$ cat config.mk
export PLATFORM = sky130hd
export DESIGN_NAME = dma_chan_seq
export DESIGN_NICKNAME = d
export VERILOG_FILES = /design/src/rtl/dmaseq_pkg.sv /design/src/rtl/dmaseq_wrdec.sv /design/src/rtl/dmaseq_chan.sv /design/src/rtl/dma_chan_seq.sv
export SDC_FILE = /design/constraint.sdc
export NUM_CORES = 1
export LEC_CHECK = 0
export BUFFER_PORTS_ARGS = -buffer_cell sky130_fd_sc_hd__buf_2
export CAP_MARGIN = 20
export CORE_MARGIN = 2
export CORE_UTILIZATION = 55
export CTS_CLUSTER_SIZE = 40
export DETAILED_ROUTE_END_ITERATION = 16
export GPL_ROUTABILITY_DRIVEN = 0
export HOLD_SLACK_MARGIN = 0.1
export PLACE_DENSITY = 0.81
export SETUP_SLACK_MARGIN = 0.3
export SLEW_MARGIN = 25
export SYNTH_ARGS = -nofsm -noshare
export SYNTH_HDL_FRONTEND = slang
export SYNTH_HIERARCHICAL = 1
export SYNTH_SLANG_ARGS = --single-unit
$ cat constraint.sdc
create_clock -name clk -period 3.14 [get_ports clk]
set_input_delay 0.628 -clock clk [delete_from_list [all_inputs] [get_ports clk]]
set_output_delay 0.628 -clock clk [all_outputs]
set_load 0.02 [all_outputs]
$ cat src/rtl/dmaseq_pkg.sv
package dmaseq_pkg;
    typedef enum logic [1:0] {
        CH_IDLE  = 2'd0,
        CH_ARMED = 2'd1,
        CH_BUSY  = 2'd2
    } ch_state_e;

    localparam int CTRL_W       = 8;
    localparam int EN_BIT       = 7;
    localparam int ACT_BIT      = 0;
    localparam logic [1:0] REG_CTRL = 2'd0;
    localparam logic [1:0] REG_CNT  = 2'd1;
    localparam logic [1:0] REG_SEL  = 2'd2;
endpackage

$ cat src/rtl/dmaseq_wrdec.sv
module dmaseq_wrdec
    import dmaseq_pkg::*;
#(
    parameter int NCH   = 4,
    parameter int CNT_W = 10,
    localparam int CH_W = $clog2(NCH)
) (
    input  logic              wr_en,
    input  logic [CH_W-1:0]   wr_ch,
    input  logic [1:0]        wr_reg,
    input  logic              wr_bitop,
    input  logic [2:0]        wr_bitpos,
    input  logic [CNT_W-1:0]  wr_data,
    output logic [NCH-1:0]    ctl_we,
    output logic [NCH-1:0]    cnt_we,
    output logic [NCH-1:0]    sel_we,
    output logic [CTRL_W-1:0] ctl_mask,
    output logic [CTRL_W-1:0] ctl_byte
);
    always_comb begin
        ctl_mask = wr_bitop ? (CTRL_W'(1) << wr_bitpos) : {CTRL_W{1'b1}};
        ctl_byte = wr_bitop ? {CTRL_W{wr_data[0]}} : wr_data[CTRL_W-1:0];
    end

    for (genvar c = 0; c < NCH; c++) begin : g_dec
        always_comb begin
            ctl_we[c] = wr_en && (wr_ch == CH_W'(c)) && (wr_reg == REG_CTRL);
            cnt_we[c] = wr_en && (wr_ch == CH_W'(c)) && (wr_reg == REG_CNT);
            sel_we[c] = wr_en && (wr_ch == CH_W'(c)) && (wr_reg == REG_SEL);
        end
    end
endmodule

$ cat src/rtl/dmaseq_chan.sv
module dmaseq_chan
    import dmaseq_pkg::*;
#(
    parameter int CNT_W = 10,
    parameter int SRC_W = 4,
    localparam int NSRC = 2 ** SRC_W
) (
    input  logic              clk,
    input  logic              rst_n,
    input  logic              ctl_we,
    input  logic [CTRL_W-1:0] ctl_mask,
    input  logic [CTRL_W-1:0] ctl_byte,
    input  logic              cnt_we,
    input  logic              sel_we,
    input  logic [CNT_W-1:0]  wdata,
    input  logic              sw_trig,
    input  logic [NSRC-1:0]   hw_src,
    input  logic              ack,
    output logic [CTRL_W-1:0] ctrl_rd,
    output logic              req,
    output logic              irq,
    output logic              clk_en
);
    ch_state_e        state_q, state_d;
    logic             en_q, en_d, act_q, act_d, irq_q, irq_d;
    logic [CNT_W-1:0] rem_q, rem_d, cnt_q, cnt_d;
    logic [SRC_W-1:0] sel_q, sel_d;
    logic             wr_act, wr_en_bit, abort, trig;

    always_comb begin
        wr_act    = ctl_we && ctl_mask[ACT_BIT];
        wr_en_bit = ctl_we && ctl_mask[EN_BIT];
        abort     = wr_act && !ctl_byte[ACT_BIT];
        trig      = sw_trig || hw_src[sel_q];
        cnt_d     = cnt_we ? wdata : cnt_q;
        sel_d     = sel_we ? wdata[SRC_W-1:0] : sel_q;
        en_d      = (wr_en_bit && !act_q) ? ctl_byte[EN_BIT] : en_q;
        act_d     = act_q;
        rem_d     = rem_q;
        irq_d     = 1'b0;
        state_d   = state_q;
        unique case (state_q)
            CH_IDLE: begin
                if (wr_act) act_d = ctl_byte[ACT_BIT];
                if (en_q && act_q && !abort) state_d = CH_ARMED;
            end
            CH_ARMED: begin
                if (abort) begin
                    act_d   = 1'b0;
                    state_d = CH_IDLE;
                end else if (trig) begin
                    rem_d   = cnt_q - {{(CNT_W-1){1'b0}}, 1'b1};
                    state_d = CH_BUSY;
                end
            end
            CH_BUSY: begin
                if (abort) begin
                    act_d   = 1'b0;
                    state_d = CH_IDLE;
                end else if (ack) begin
                    if (rem_q == '0) begin
                        act_d   = 1'b0;
                        irq_d   = 1'b1;
                        state_d = CH_IDLE;
                    end else begin
                        rem_d = rem_q - {{(CNT_W-1){1'b0}}, 1'b1};
                    end
                end
            end
            default: state_d = CH_IDLE;
        endcase
    end

    always_ff @(posedge clk or negedge rst_n) begin
        if (!rst_n) begin
            state_q <= CH_IDLE;
            en_q    <= 1'b0;
            act_q   <= 1'b0;
            irq_q   <= 1'b0;
            rem_q   <= '0;
            cnt_q   <= '0;
            sel_q   <= '0;
        end else begin
            state_q <= state_d;
            en_q    <= en_d;
            act_q   <= act_d;
            irq_q   <= irq_d;
            rem_q   <= rem_d;
            cnt_q   <= cnt_d;
            sel_q   <= sel_d;
        end
    end

    always_comb begin
        req     = (state_q == CH_BUSY);
        irq     = irq_q;
        clk_en  = en_q;
        ctrl_rd = '0;
        ctrl_rd[EN_BIT]  = en_q;
        ctrl_rd[ACT_BIT] = act_q;
    end

    a_r9_en_locked: assert property (@(posedge clk) disable iff (!rst_n)
        act_q |=> $stable(en_q));
    a_r7_irq_single: assert property (@(posedge clk) disable iff (!rst_n)
        irq_q |=> !irq_q);
    a_r7_irq_clears_act: assert property (@(posedge clk) disable iff (!rst_n)
        irq_q |-> (!act_q && state_q == CH_IDLE));
    a_r8_abort_quiet: assert property (@(posedge clk) disable iff (!rst_n)
        (state_q != CH_IDLE && abort) |=> (!irq_q && !act_q && state_q == CH_IDLE));
    a_r3_busy_needs_armed: assert property (@(posedge clk) disable iff (!rst_n)
        (state_q != CH_IDLE) |-> (en_q && act_q));
    a_r11_no_restart: assert property (@(posedge clk) disable iff (!rst_n)
        (state_q == CH_BUSY && !ack && !abort) |=> (state_q == CH_BUSY && $stable(rem_q)));
endmodule

$ cat src/rtl/dma_chan_seq.sv
module dma_chan_seq
    import dmaseq_pkg::*;
#(
    parameter int NCH   = 4,
    parameter int CNT_W = 10,
    parameter int SRC_W = 4,
    localparam int CH_W = $clog2(NCH),
    localparam int NSRC = 2 ** SRC_W
) (
    input  logic              clk,
    input  logic              rst_n,
    input  logic              wr_en,
    input  logic [CH_W-1:0]   wr_ch,
    input  logic [1:0]        wr_reg,
    input  logic              wr_bitop,
    input  logic [2:0]        wr_bitpos,
    input  logic [CNT_W-1:0]  wr_data,
    input  logic [CH_W-1:0]   rd_ch,
    output logic [CTRL_W-1:0] rd_ctrl,
    input  logic [NCH-1:0]    sw_trig,
    input  logic [NSRC-1:0]   hw_src,
    input  logic [NCH-1:0]    xfer_ack,
    output logic [NCH-1:0]    xfer_req,
    output logic [NCH-1:0]    done_irq,
    output logic [NCH-1:0]    clk_en
);
    logic [NCH-1:0]    ctl_we, cnt_we, sel_we;
    logic [CTRL_W-1:0] ctl_mask, ctl_byte;
    logic [CTRL_W-1:0] ctrl_arr [NCH];

    dmaseq_wrdec #(.NCH(NCH), .CNT_W(CNT_W)) u_dec (
        .wr_en(wr_en), .wr_ch(wr_ch), .wr_reg(wr_reg), .wr_bitop(wr_bitop),
        .wr_bitpos(wr_bitpos), .wr_data(wr_data), .ctl_we(ctl_we),
        .cnt_we(cnt_we), .sel_we(sel_we), .ctl_mask(ctl_mask), .ctl_byte(ctl_byte)
    );

    for (genvar c = 0; c < NCH; c++) begin : g_ch
        dmaseq_chan #(.CNT_W(CNT_W), .SRC_W(SRC_W)) u_ch (
            .clk(clk), .rst_n(rst_n), .ctl_we(ctl_we[c]), .ctl_mask(ctl_mask),
            .ctl_byte(ctl_byte), .cnt_we(cnt_we[c]), .sel_we(sel_we[c]),
            .wdata(wr_data), .sw_trig(sw_trig[c]), .hw_src(hw_src),
            .ack(xfer_ack[c]), .ctrl_rd(ctrl_arr[c]), .req(xfer_req[c]),
            .irq(done_irq[c]), .clk_en(clk_en[c])
        );
    end

    assign rd_ctrl = ctrl_arr[rd_ch];

    a_r1_pad_bits_zero: assert property (@(posedge clk) disable iff (!rst_n)
        rd_ctrl[6:1] == 6'd0);
    a_r2_req_needs_clk: assert property (@(posedge clk) disable iff (!rst_n)
        (xfer_req & ~clk_en) == '0);
endmodule

==> results of run 1 <==
through the flow:
stage	util (%)	instances	worst slack (ns)	area, um^2
2_1_floorplan	-	807	0.252	8220
3_3_place_gp	58.6	1009	0.444	8410
3_5_place_dp	58.6	1009	0.368	8410
4_1_cts	62.5	1040	0.498	8970
5_1_grt	62.5	1040	0.311	8980
6_report	62.5	1041	0.510	8980
what timing repair did:
action                     CTS  global route
setup endpoints to repair    0             1
resized for setup            0             1
hold buffers                 0             0
area by class of cell:
cell class,instances,area share (%)
clock buffer,21,5.01
clock inverter,10,1.21
multi-input combinational,607,52.9
tap,184,2.56
antenna,1,0.0279
inverter,25,1.04
timing repair buffer,77,4.93
sequential,116,32.3
path summary, 6_finish.rpt:
check                      cells past startpoint                                 to
setup / recovery                               8  g_ch[2].u_ch/rem_q[9]$_DFFE_PN0P_
min in group clk                               3         g_ch[3].u_ch/irq$_DFF_PN0_
hold / removal                                 1  g_ch[3].u_ch/rem_q[8]$_DFFE_PN0P_
setup reg to reg                               8  g_ch[2].u_ch/rem_q[9]$_DFFE_PN0P_
max in group asynchronous                      2  g_ch[2].u_ch/cnt_q[3]$_DFFE_PN0P_
hold reg to reg                                2  g_ch[3].u_ch/rem_q[9]$_DFFE_PN0P_
where the power goes:
| group | leakage [nW] | internal [mW] | switching, mW |
|---|---|---|---|
| clock network | 0.272 | 1.17 | 0.677 |
| registers | 1.42 | 2.01 | 0.654 |
| logic | 2.05 | 1.57 | 1.88 |
| total | 3.75 | 4.76 | 3.21 |
sequential cells by signal, summed over array words and instances (netlist names):
name and flops:
g_ch.u_ch/sel_q 16, g_ch.u_ch/clk_en 4, g_ch.u_ch/act_q 4, g_ch.u_ch/rem_q 40
g_ch.u_ch/irq 4, g_ch.u_ch/cnt_q 40, g_ch.u_ch/state_q 8
worst max-delay path, delay by kind of cell (launching register included):
kind	cells	cell delay [ns]
AO/OA/AOI/OAI	3	0.83
adder cells (fa/ha/maj)	1	0.24
buffers and inverters	3	0.58
flip-flops	1	0.42
AND/OR/NAND/NOR	1	0.43
routing by layer:
metal | GRT usage, % | routed length, um
met3 | 6.79 | 1060
met4 | 9.98 | 530
met2 | 39.8 | 9090
met5 | 0 | 0
met1 | 33.9 | 8530
==> results.md, run 1 <==
- After legalization and detailed placement, the total HPWL measured approximately 14000 um.
- The count of pins over their slew limit is 0.
- The signal on the critical path passes through inv_1 > ha_1 > buf_4 > inv_1 > or3_1 > a211oi_1 > o211ai_1 > a22o_1.
- The worst setup path is captured at a register.
- The setup TNS after final layout is 0 ns.
- The leakage power is between 3 and 4 nW.
- The tree built by TritonCTS fans out to approximately 120 sinks.
- The number of port buffers is 60.
- The number of violations of the max-capacitance limit is 0.
- In this run the clock root is driven by a clkbuf_16.
- The maximum single-stage delay on the critical path is 0.43 ns.
- The maximum vdd drop is around 0.50 mV.
- The fmax is between 300 and 400 MHz.
- The most common library cell in the layout ignoring fill and taps is dfrtp_1.
- The transition time at the pin with the least slew margin is 0.741 ns.
- 67 I/O pins were placed.
- TritonCTS built the clock tree.
- The portion of the clock cycle consumed by the worst path in the final layout is a little over four fifths.
- Setup repair after global routing left no endpoint under its margin.
- The number of post-CTS setup repair buffers is 0.
- The completed layout was analyzed and its total power is 7.97 mW.
- The worst slack on hold paths is 0.237 ns.
- After technology mapping, the gate count stands at about 800.
- At the end of the flow, the number of nets in the layout was about 910.
- The path class of the tightest hold or removal check is input port to async pin.
- Headroom to the max-slew limit came out at between 50 and 60%.
- The critical path starts at g_ch[2].u_ch/state_q[0]$_DFFE_PN0P_.
- The library cells used most frequently in the layout, excluding fill and tap cells, are 116 x dfrtp_1, 67 x nand2_1, 61 x mux2_2.
- The initial DRC count is just under 700.
- For the finished layout, the period the worst path requires is ~2.6 ns.
- The register area is between 2000 and 3000 um^2.
- In this run the remaining antenna-violating nets after routing total 0.
- In this run the cell area of the synthesized design comes to 8020 um^2.
- A synthesized cell averages between 10 and 15 um^2.
- The number of global-route vias before repair is 6227.
- The flow ran to the end, and the final reports show no timing, DRC or antenna violations.
- Across all register-to-register paths, the minimum setup slack is ~0.51 ns.
- The pin count of the biggest net entering global routing is just over 50.
- The number of filler cells placed in the layout is approximately 1100.
- The area growth from synthesis to layout is 12.1%.
- Global routing finished with a remaining overflow of 0.
- The share of cells above drive strength 1 is a little over a quarter.
- The total die area is around 16000 um^2.
- Setup violations remaining at the end of the flow were counted as 0.
- The vias after detailed routing is 6514.
- Before antenna repair, the detailed router went through 6 iterations.
- The area occupied by multi-input gates is 4750 um^2.
- The worst setup path is launched from a register.
- Data arrives at the worst endpoint at 2.94 ns.
- The initial core utilization is 55.8%.
- The first global-routing pass estimated between 30000 and 40000 um of wire.
- Clock skew on the completed layout was measured at just over 0.008 ns.
- The Yosys step of the flow raised 6 warnings.
- The data required time of the worst path is 3.45 ns.
- After clock tree synthesis, the clock-pin slew on the worst setup and hold paths is roughly 0.05 ns.
- The detail-routed net length per standard cell is between 15 and 20 um.
- The final layout contains routed wiring with a total length of approximately 19000 um.
- CTS built an H-tree with a depth of 4.
- The power per cell area is ~890 nW/um^2.
- The number of failing hold endpoints at the final stage was 0.
- For this design, the slowest cell found on the critical path is or3_1.
- The beginning of the worst register-to-register path is g_ch[2].u_ch/state_q[0]$_DFFE_PN0P_.
- The maximum root-to-sink buffer count is 2.
- The area of the core is 14400 um^2.
- The floorplan step set the die height to ~120 um.
- Along the worst path, the maximum fanout reaches 25.
- The number of antenna violations at the first check in global routing is 0.
- The DRC violation count after routing is 0.
- The number of core rows is 44.
- The global-route usage over all layers is about a quarter.
- By instance count, the cell type seen most on the critical path is inv_1.
- The number of clock buffers added by TritonCTS is 17.
- The critical setup path kind is register to register.
- The average vias per placed instance is about 6.3.
- The clock reaches the later pin of the worst-skew pair after 0.42 ns.
- From left edge to right edge, the die measures around 120 um.
Note: power is estimated with default switching activity, not from simulation.
==> run 2, diff against run 1 <==
- ABC_AREA: not set -> 1
- PLACE_DENSITY: 0.81 -> 0.78
- clock period: 3.14 -> 2.5 ns (I/O delays scaled with it)
==> results.md, run 2 <==
- The flow ran to the end, and the final reports show no timing, DRC or antenna violations.
- In the final layout, the registers with the most flip-flops are g_ch.u_ch/cnt_q x40, g_ch.u_ch/rem_q x40, g_ch.u_ch/sel_q x16.
- The net switching component of the power is 4.52 mW (+41%).
- The number of H-tree levels is 4 (unchanged).
- The transition time at the pin with the least slew margin is 0.598 ns (-0.143 ns).
- The power per cell area is 1120 nW/um^2 (+26%).
- The sum of internal, switching and leakage power is 10.4 mW (+31%).
- The DRC violation count after routing came to 0 (unchanged).
- The critical path is of the register to primary output type.
- The beginning of the worst register-to-register path is g_ch[2].u_ch/state_q[0]$_DFFE_PN0P_.
- The start point of the worst hold path is xfer_ack[2].
- Subtracting the final worst setup slack from the clock period gives 2.13 ns.
- The initial DRC count came to 627 (-7.1%).
- The library cells used most frequently in the layout, excluding fill and tap cells, are 392 x nand2_1, 179 x inv_1, 116 x dfrtp_1.
- The most common library cell in the layout ignoring fill and taps is nand2_1.
- The number of port buffers is 66 (+10%).
- The area of the core is 15100 um^2 (+5.0%).
- The clock skew is 0.00716 ns (-0.000923 ns).
- The boundary pin count is 67 (unchanged).
- The leakage power came to 4.82 nW (+29%).
- The setup slack after layout is 0.369 ns (-0.141 ns).
- The final wirelength came to 20500 um (+6.8%).
- The portion of total power attributed to sequential cells is 30.1% (-3.4 points).
- The average vias per placed instance was 5.28 (-16%).
- The pin count of the biggest net entering global routing is 57 (+12%).
- The internal power of the cells is 5.90 mW (+24%).
- The net count reported at finish was 1309 (+44%).
- The total global routing overflow is 0 (unchanged).
- The fraction of power consumed by the clock network was 24.9% (+1.7 points).
- The initial core utilization is 55.7% (-0.085 points).
- The horizontal extent of the die is 128 um (+2.3%).
- In this run the worst hold path is classified as input port to register.
- The clock transition at the register clock pins on the worst setup and hold paths after CTS is 0.06 ns (about the same).
- The vias after detailed routing is 7631 (+17%).
- The data arrival time of the critical path was 1.63 ns (-1.31 ns).
- Based on the critical path, the design can be clocked at up to roughly 470 MHz.
- The detail-routed net length per standard cell is 14.2 um (-23%).
- The post-placement worst setup slack came to 0.277 ns (-0.0913 ns).
- Setup repair after global routing could not meet its margin everywhere.
- The setup TNS after final layout is 0 ns (unchanged).
- The number of failing hold endpoints at the final stage is 0 (unchanged).
- The number of antenna violations at the first check in global routing is 1 (+1).
- The area of the mapped netlist was 8400 um^2 (+4.9%).
- The count of antenna-violating nets left after detailed routing is 0 (unchanged).
- The fraction of power spent switching nets is 43.4% (+3.1 points).
- The mean cell area of the mapped netlist is 7.05 um^2 (-31%).
- The later-pin clock latency in the skew report came to 0.42 ns (about the same).
- The start point of the critical path is g_ch[1].u_ch/state_q[0]$_DFFE_PN0P_.
- The number of violations of the max-capacitance limit was 0 (unchanged).
- The register area came to 2900 um^2 (unchanged).
- The number of instances in the synthesized netlist was 1192 (+51%).
- The CTS buffer count came to 17 (unchanged).
- The maximum root-to-sink buffer count came to 2 (unchanged).
- The headroom to the max-slew limit was 60.0% (+9.9 points).
- The share of cells above drive strength 1 is 17.3% (-9.6 points).
- The vertical extent of the die is 128 um (+2.3%).
- The global-route usage over all layers came to 25.9% (+0.43 points).
- The global-route wire length before repair came to 33500 um (+5.8%).
- The total number of clock tree sinks was 116 (unchanged).
- The maximum vdd drop is 0.790 mV (+57%).
- The number of filler cells placed in the layout came to 1360 (+19%).
- The nature of the critical path endpoint is a primary output.
- The count of pins over their slew limit was 0 (unchanged).
- The CTS tree is yes.
- The total die area is 16300 um^2 (+4.7%).
- The root buffer cell chosen for the clock tree is clkbuf_16.
- The post-detailed-placement half-perimeter wirelength is 14600 um (+5.8%).
- The final number of setup-violating endpoints is 0 (unchanged).
- The largest fanout on the critical path came to 11 (-56%).
- From synthesis to final layout, the design area changed by 10.9%.
- The combinational share of power came to 45.0% (+1.7 points).
- The data required time of the worst path is 2.00 ns (-1.45 ns).
- The number of global-route vias before repair is 7136 (+15%).
- The area occupied by multi-input gates is 4360 um^2 (-8.4%).
- The number of core rows is 45 (+2.3%).
- The warning count from the yosys run is 6 (unchanged).
- The number of detailed-routing iterations run before antenna repair is 5 (-1).
- The portion of the clock cycle consumed by the worst path in the final layout is between 80% and 90%.
- The worst setup path is launched from a register.
==> run 2: what timing repair did <==
item	CTS	global route
setup buffers	0	0
gates resized for setup	3	8
hold buffers	1	0
endpoints found under the hold margin	31	0
endpoints found under the setup margin	3	33
==> run 2: per-stage QoR <==
| step | hold WS [ns] | std cells | area [um^2] | util, % |
|---|---|---|---|---|
| finish | 0.360 | 1445 | 9320 | 61.7 |
| global route | 0.373 | 1445 | 9320 | 61.7 |
| CTS | 0.351 | 1443 | 9270 | 61.4 |
| detailed placement | 0.459 | 1410 | 8630 | 57.2 |
| global placement | 0.453 | 1410 | 8630 | 57.2 |
| floorplan | 0.204 | 1212 | 8480 | - |
==> run 2: layer usage <==
layer | GRT usage [%] | up-vias | share of wire, %
met1 | 34.4 | 3492 | 43
li1 | - | 3816 | -
met5 | 0 | - | 0
met4 | 10.2 | 0 | 3.2
met3 | 4.65 | 50 | 6.9
met2 | 42.1 | 273 | 47
==> run 2: worst max-delay path, stage by stage (launching register included) <==
cell and delay (ns):
dfrtp_1 0.41, inv_1 0.10, ha_2 0.31, buf_6 0.21, buf_2 0.18
==> run 2: cell type report <==
class                           instances  area share [%]
Antenna cell                            2          0.0537
Clock buffer                           20            4.79
Clock inverter                         12            1.91
Inverter                              191            7.88
Multi-Input combinational cell        836            46.7
Sequential cell                       116            31.2
Tap cell                              188            2.52
Timing Repair Buffer                   80            4.94
==> run 2: final timing paths <==
path / endpoint / slack (ns) / cells past startpoint
setup / recovery: xfer_req[1] / 0.37 / 4
hold / removal: g_ch[2].u_ch/irq$_DFF_PN0_ / 0.36 / 3
setup reg to reg: g_ch[2].u_ch/rem_q[7]$_DFFE_PN0P_ / 0.45 / 12
hold reg to reg: g_ch[1].u_ch/rem_q[9]$_DFFE_PN0P_ / 0.47 / 2
max in group asynchronous: g_ch[3].u_ch/cnt_q[8]$_DFFE_PN0P_ / 1.17 / 3
min in group asynchronous: g_ch[2].u_ch/rem_q[3]$_DFFE_PN0P_ / 0.56 / 2
==> run 2: power groups by stage <==
stage	registers [mW]	logic [mW]	clock network, mW
floorplan	2.95	3.87	0
global placement	3.12	4.38	0
detailed placement	3.12	4.51	0
CTS	3.11	4.60	2.62
global route	3.20	5.30	2.69
finish	3.13	4.70	2.60
==> run 3, diff against run 2 <==
==> constraint.sdc (replaced) <==
create_clock -name clk -period 2.5 [get_ports clk]
set_input_delay 0 -clock clk [delete_from_list [all_inputs] [get_ports clk]]
set_output_delay 0 -clock clk [all_outputs]
set_load 0.02 [all_outputs]
==> results.md, run 3 (synthesis gave the netlist of run 2 again) <==
- The final wirelength was 20900 um (+1.8%).
- The detail-routed net length per standard cell is 14.2 um (+0.24%).
- The startpoint identified for the worst register-to-register timing path is g_ch[1].u_ch/state_q[0]$_DFFE_PN0P_.
- The clock transition at the register clock pins on the worst setup and hold paths after CTS is 0.06 ns (about the same).
- The DRC violation count after routing is 0 (unchanged).
- The CTS buffer count is 17 (unchanged).
- The flow ran to the end, and the final reports show no timing, DRC or antenna violations.
- In the layout the commonest cells are 394 x nand2_1, 179 x inv_1, 116 x dfrtp_1.
- The later-pin clock latency in the skew report was 0.42 ns (about the same).
- The layer with the highest usage after global routing is met2.
- The maximum root-to-sink buffer count came to 2 (unchanged).
- The fmax is 478 MHz (+2.0%).
- The data arrival time of the critical path is 2.45 ns (+0.82 ns).
- The largest fanout on the critical path is 10 (-1).
- The total global routing overflow was 0 (unchanged).
- The cell count of the worst hold path was 5 (+2).
- Compared with the post-synthesis result, the final layout area differs by 12.6%.
- The CTS tree is yes.
- The reg-to-reg critical path endpoint is g_ch[1].u_ch/rem_q[6]$_DFFE_PN0P_.
- The count of pins over their slew limit is 0 (unchanged).
- The power per cell area is 1090 nW/um^2 (-3.0%).
- The total number of clock tree sinks is 116 (unchanged).
- The path class of the tightest hold or removal check is input port to register.
- The data required time of the worst path is 2.86 ns (+0.86 ns).
- The total die area was 16300 um^2 (unchanged).
- The fraction of met2 tracks used by global routing was 43.8% (+1.6 points).
- The number of cell instances on the worst register-to-register path was 12 (unchanged).
- The maximum vdd drop is 0.598 mV (-24%).
- The number of standard cells in the layout, taps in and fillers out came to 1467 (+1.5%).
- The final critical path time including I/O delays and setup is 2.09 ns (-0.0408 ns).
- The setup TNS after final layout is 0 ns (unchanged).
- The global-route wire length before repair was 34300 um (+2.6%).
- The reg-to-reg setup timing slack came to 0.41 ns (-0.04 ns).
- The initial DRC count is 536 (-15%).
- The critical path launch point type is a register.
- The count of antenna-violating nets left after detailed routing is 0 (unchanged).
- The library cell contributing the largest single delay on the critical path is dfrtp_1.
- Traced cell by cell, the critical path runs through inv_1 > ha_2 > nand2_1 > o21ai_2 > inv_1 > ha_1 > nand2_2 > nor2_2 > nand2_1 > xor2_1 > nand4_1 > nand2_1.
- The largest registers in the layout are g_ch.u_ch/cnt_q x40, g_ch.u_ch/rem_q x40, g_ch.u_ch/sel_q x16.
- The average vias per placed instance is 5.27 (-0.13%).
- The global-route met1 utilization was 35.6% (+1.2 points).
- Setup repair after global routing could not meet its margin everywhere.
- The leakage power is 4.89 nW (+1.5%).
- The global-route usage over all layers was 26.6% (+0.69 points).
- The share of cells above drive strength 1 was 17.1% (-0.14 points).
- The vias after detailed routing is 7737 (+1.4%).
- The initial core utilization is 55.7% (unchanged).
- The cell family contributing the most delay on the critical path is adder cells.
- The portion of the clock cycle consumed by the worst path in the final layout is 83.6% (-1.6 points).
- The library cell used most frequently in the layout, excluding fill and tap cells, is nand2_1.
- The capture endpoint of the worst hold path is g_ch[1].u_ch/sel_q[2]$_DFFE_PN0P_.
- The number of global-route vias before repair is 7050 (-1.2%).
- The number of filler cells placed in the layout is 1313 (-3.5%).
- The maximum single-stage delay on the critical path is 0.42 ns (about the same).
- The setup path with the least slack is of type register to register.
- The worst hold path begins at wr_reg[1].
- The met3 global-route usage was 4.69% (+0.042 points).
- The number of detailed-routing iterations run before antenna repair is 6 (+1).
- The number of post-CTS setup repair buffers is 0 (unchanged).
- The headroom to the max-slew limit is 55.5% (-4.5 points).
- The start point of the critical path is g_ch[1].u_ch/state_q[0]$_DFFE_PN0P_.
- The buffer type at the clock tree root is clkbuf_16.
- Among the stages of the critical path, the cell type that occurs most often is nand2_1.
- The number of antenna violations at the first check in global routing is 2 (+1).
- The number of H-tree levels was 4 (unchanged).
- The area of the core came to 15100 um^2 (unchanged).
- The post-detailed-placement half-perimeter wirelength is 15100 um (+3.4%).
- The net count reported at finish came to 1331 (+1.7%).
- The final number of setup-violating endpoints was 0 (unchanged).
- The horizontal extent of the die is 128 um (unchanged).
- The number of violations of the max-capacitance limit is 0 (unchanged).
- The pin count of the biggest net entering global routing is 50 (-12%).
- The clock skew was 0.00847 ns (+0.00132 ns).
- The number of core rows is 45 (unchanged).
- The number of failing hold endpoints at the final stage came to 0 (unchanged).
- The vertical extent of the die is 128 um (unchanged).
- The buffer and inverter count on the worst path is 2 (-1).
- The number of port buffers is 66 (unchanged).
- The nature of the critical path endpoint is a register.
- The number of cells after detailed placement is 1412 (+0.14%).
- The transition time at the pin with the least slew margin is 0.665 ns (+0.0668 ns).
- The boundary pin count is 67 (unchanged).
==> run 3: per-stage QoR <==
stage	util, %	cell area [um^2]	power, mW	hold WS (ns)	setup WS, ns
floorplan	-	8480	6.82	-0.296	0.386
global placement	57.3	8640	7.58	0.0577	0.422
detailed placement	57.3	8640	7.72	0.0673	0.319
CTS	62.5	9440	10.2	0.112	0.316
global route	62.7	9460	11.1	0.173	0.245
finish	62.7	9460	10.3	0.137	0.410
==> run 3: routing by layer <==
layer	up-vias	wire length, um	share of wire [%]
met4	0	482	2.3
li1	3873	-	-
met5	-	0	0
met2	251	9840	47
met1	3572	9380	45
met3	41	1170	5.6
==> run 3: worst reg2reg max path, cell delays in order, from the launching register on <==
cell	delay, ns
dfrtp_1	0.42
inv_1	0.12
ha_2	0.34
nand2_1	0.10
o21ai_2	0.13
inv_1	0.11
ha_1	0.22
nand2_2	0.11
nor2_2	0.06
nand2_1	0.07
xor2_1	0.16
nand4_1	0.11
nand2_1	0.09
==> run 3: layout make-up <==
cell class              count  area (um^2)  share of cell area, %
diodes                      2         5.00                 0.0529
inverters                 191          734                   7.76
clock inverters            15          158                   1.67
well taps                 188          235                   2.49
repair buffers            102          668                   7.06
clock buffers              17          425                   4.50
multi-input cells         836         4330                   45.8
flip-flops and latches    116         2900                   30.7
==> run 3: how the worst max path moves through the flow <==
stage,slack [ns],end,cells past startpoint
after CTS,0.32,g_ch[1].u_ch/rem_q[6]$_DFFE_PN0P_,12
after floorplan,0.39,g_ch[3].u_ch/rem_q[4]$_DFFE_PN0P_,11
after global placement,0.42,g_ch[3].u_ch/rem_q[4]$_DFFE_PN0P_,10
final,0.41,g_ch[1].u_ch/rem_q[6]$_DFFE_PN0P_,12
after global routing,0.25,g_ch[1].u_ch/rem_q[6]$_DFFE_PN0P_,12
after detailed placement,0.32,g_ch[3].u_ch/rem_q[4]$_DFFE_PN0P_,10
==> run 3: report_power, final <==
part           leakage [nW]  switching (mW)  internal [mW]  total, mW
combinational          3.19            3.02           1.71       4.73
sequential             1.42           0.599           2.53       3.13
clock                 0.276           0.939           1.47       2.41
total                  4.89            4.56           5.71       10.3
==> run 3: timing repair <==
item | 4_1_cts | 5_1_grt
endpoints found under the hold margin | 117 | 0
setup endpoints to repair | 1 | 28
hold buffers | 21 | 0
gates resized for setup | 1 | 4
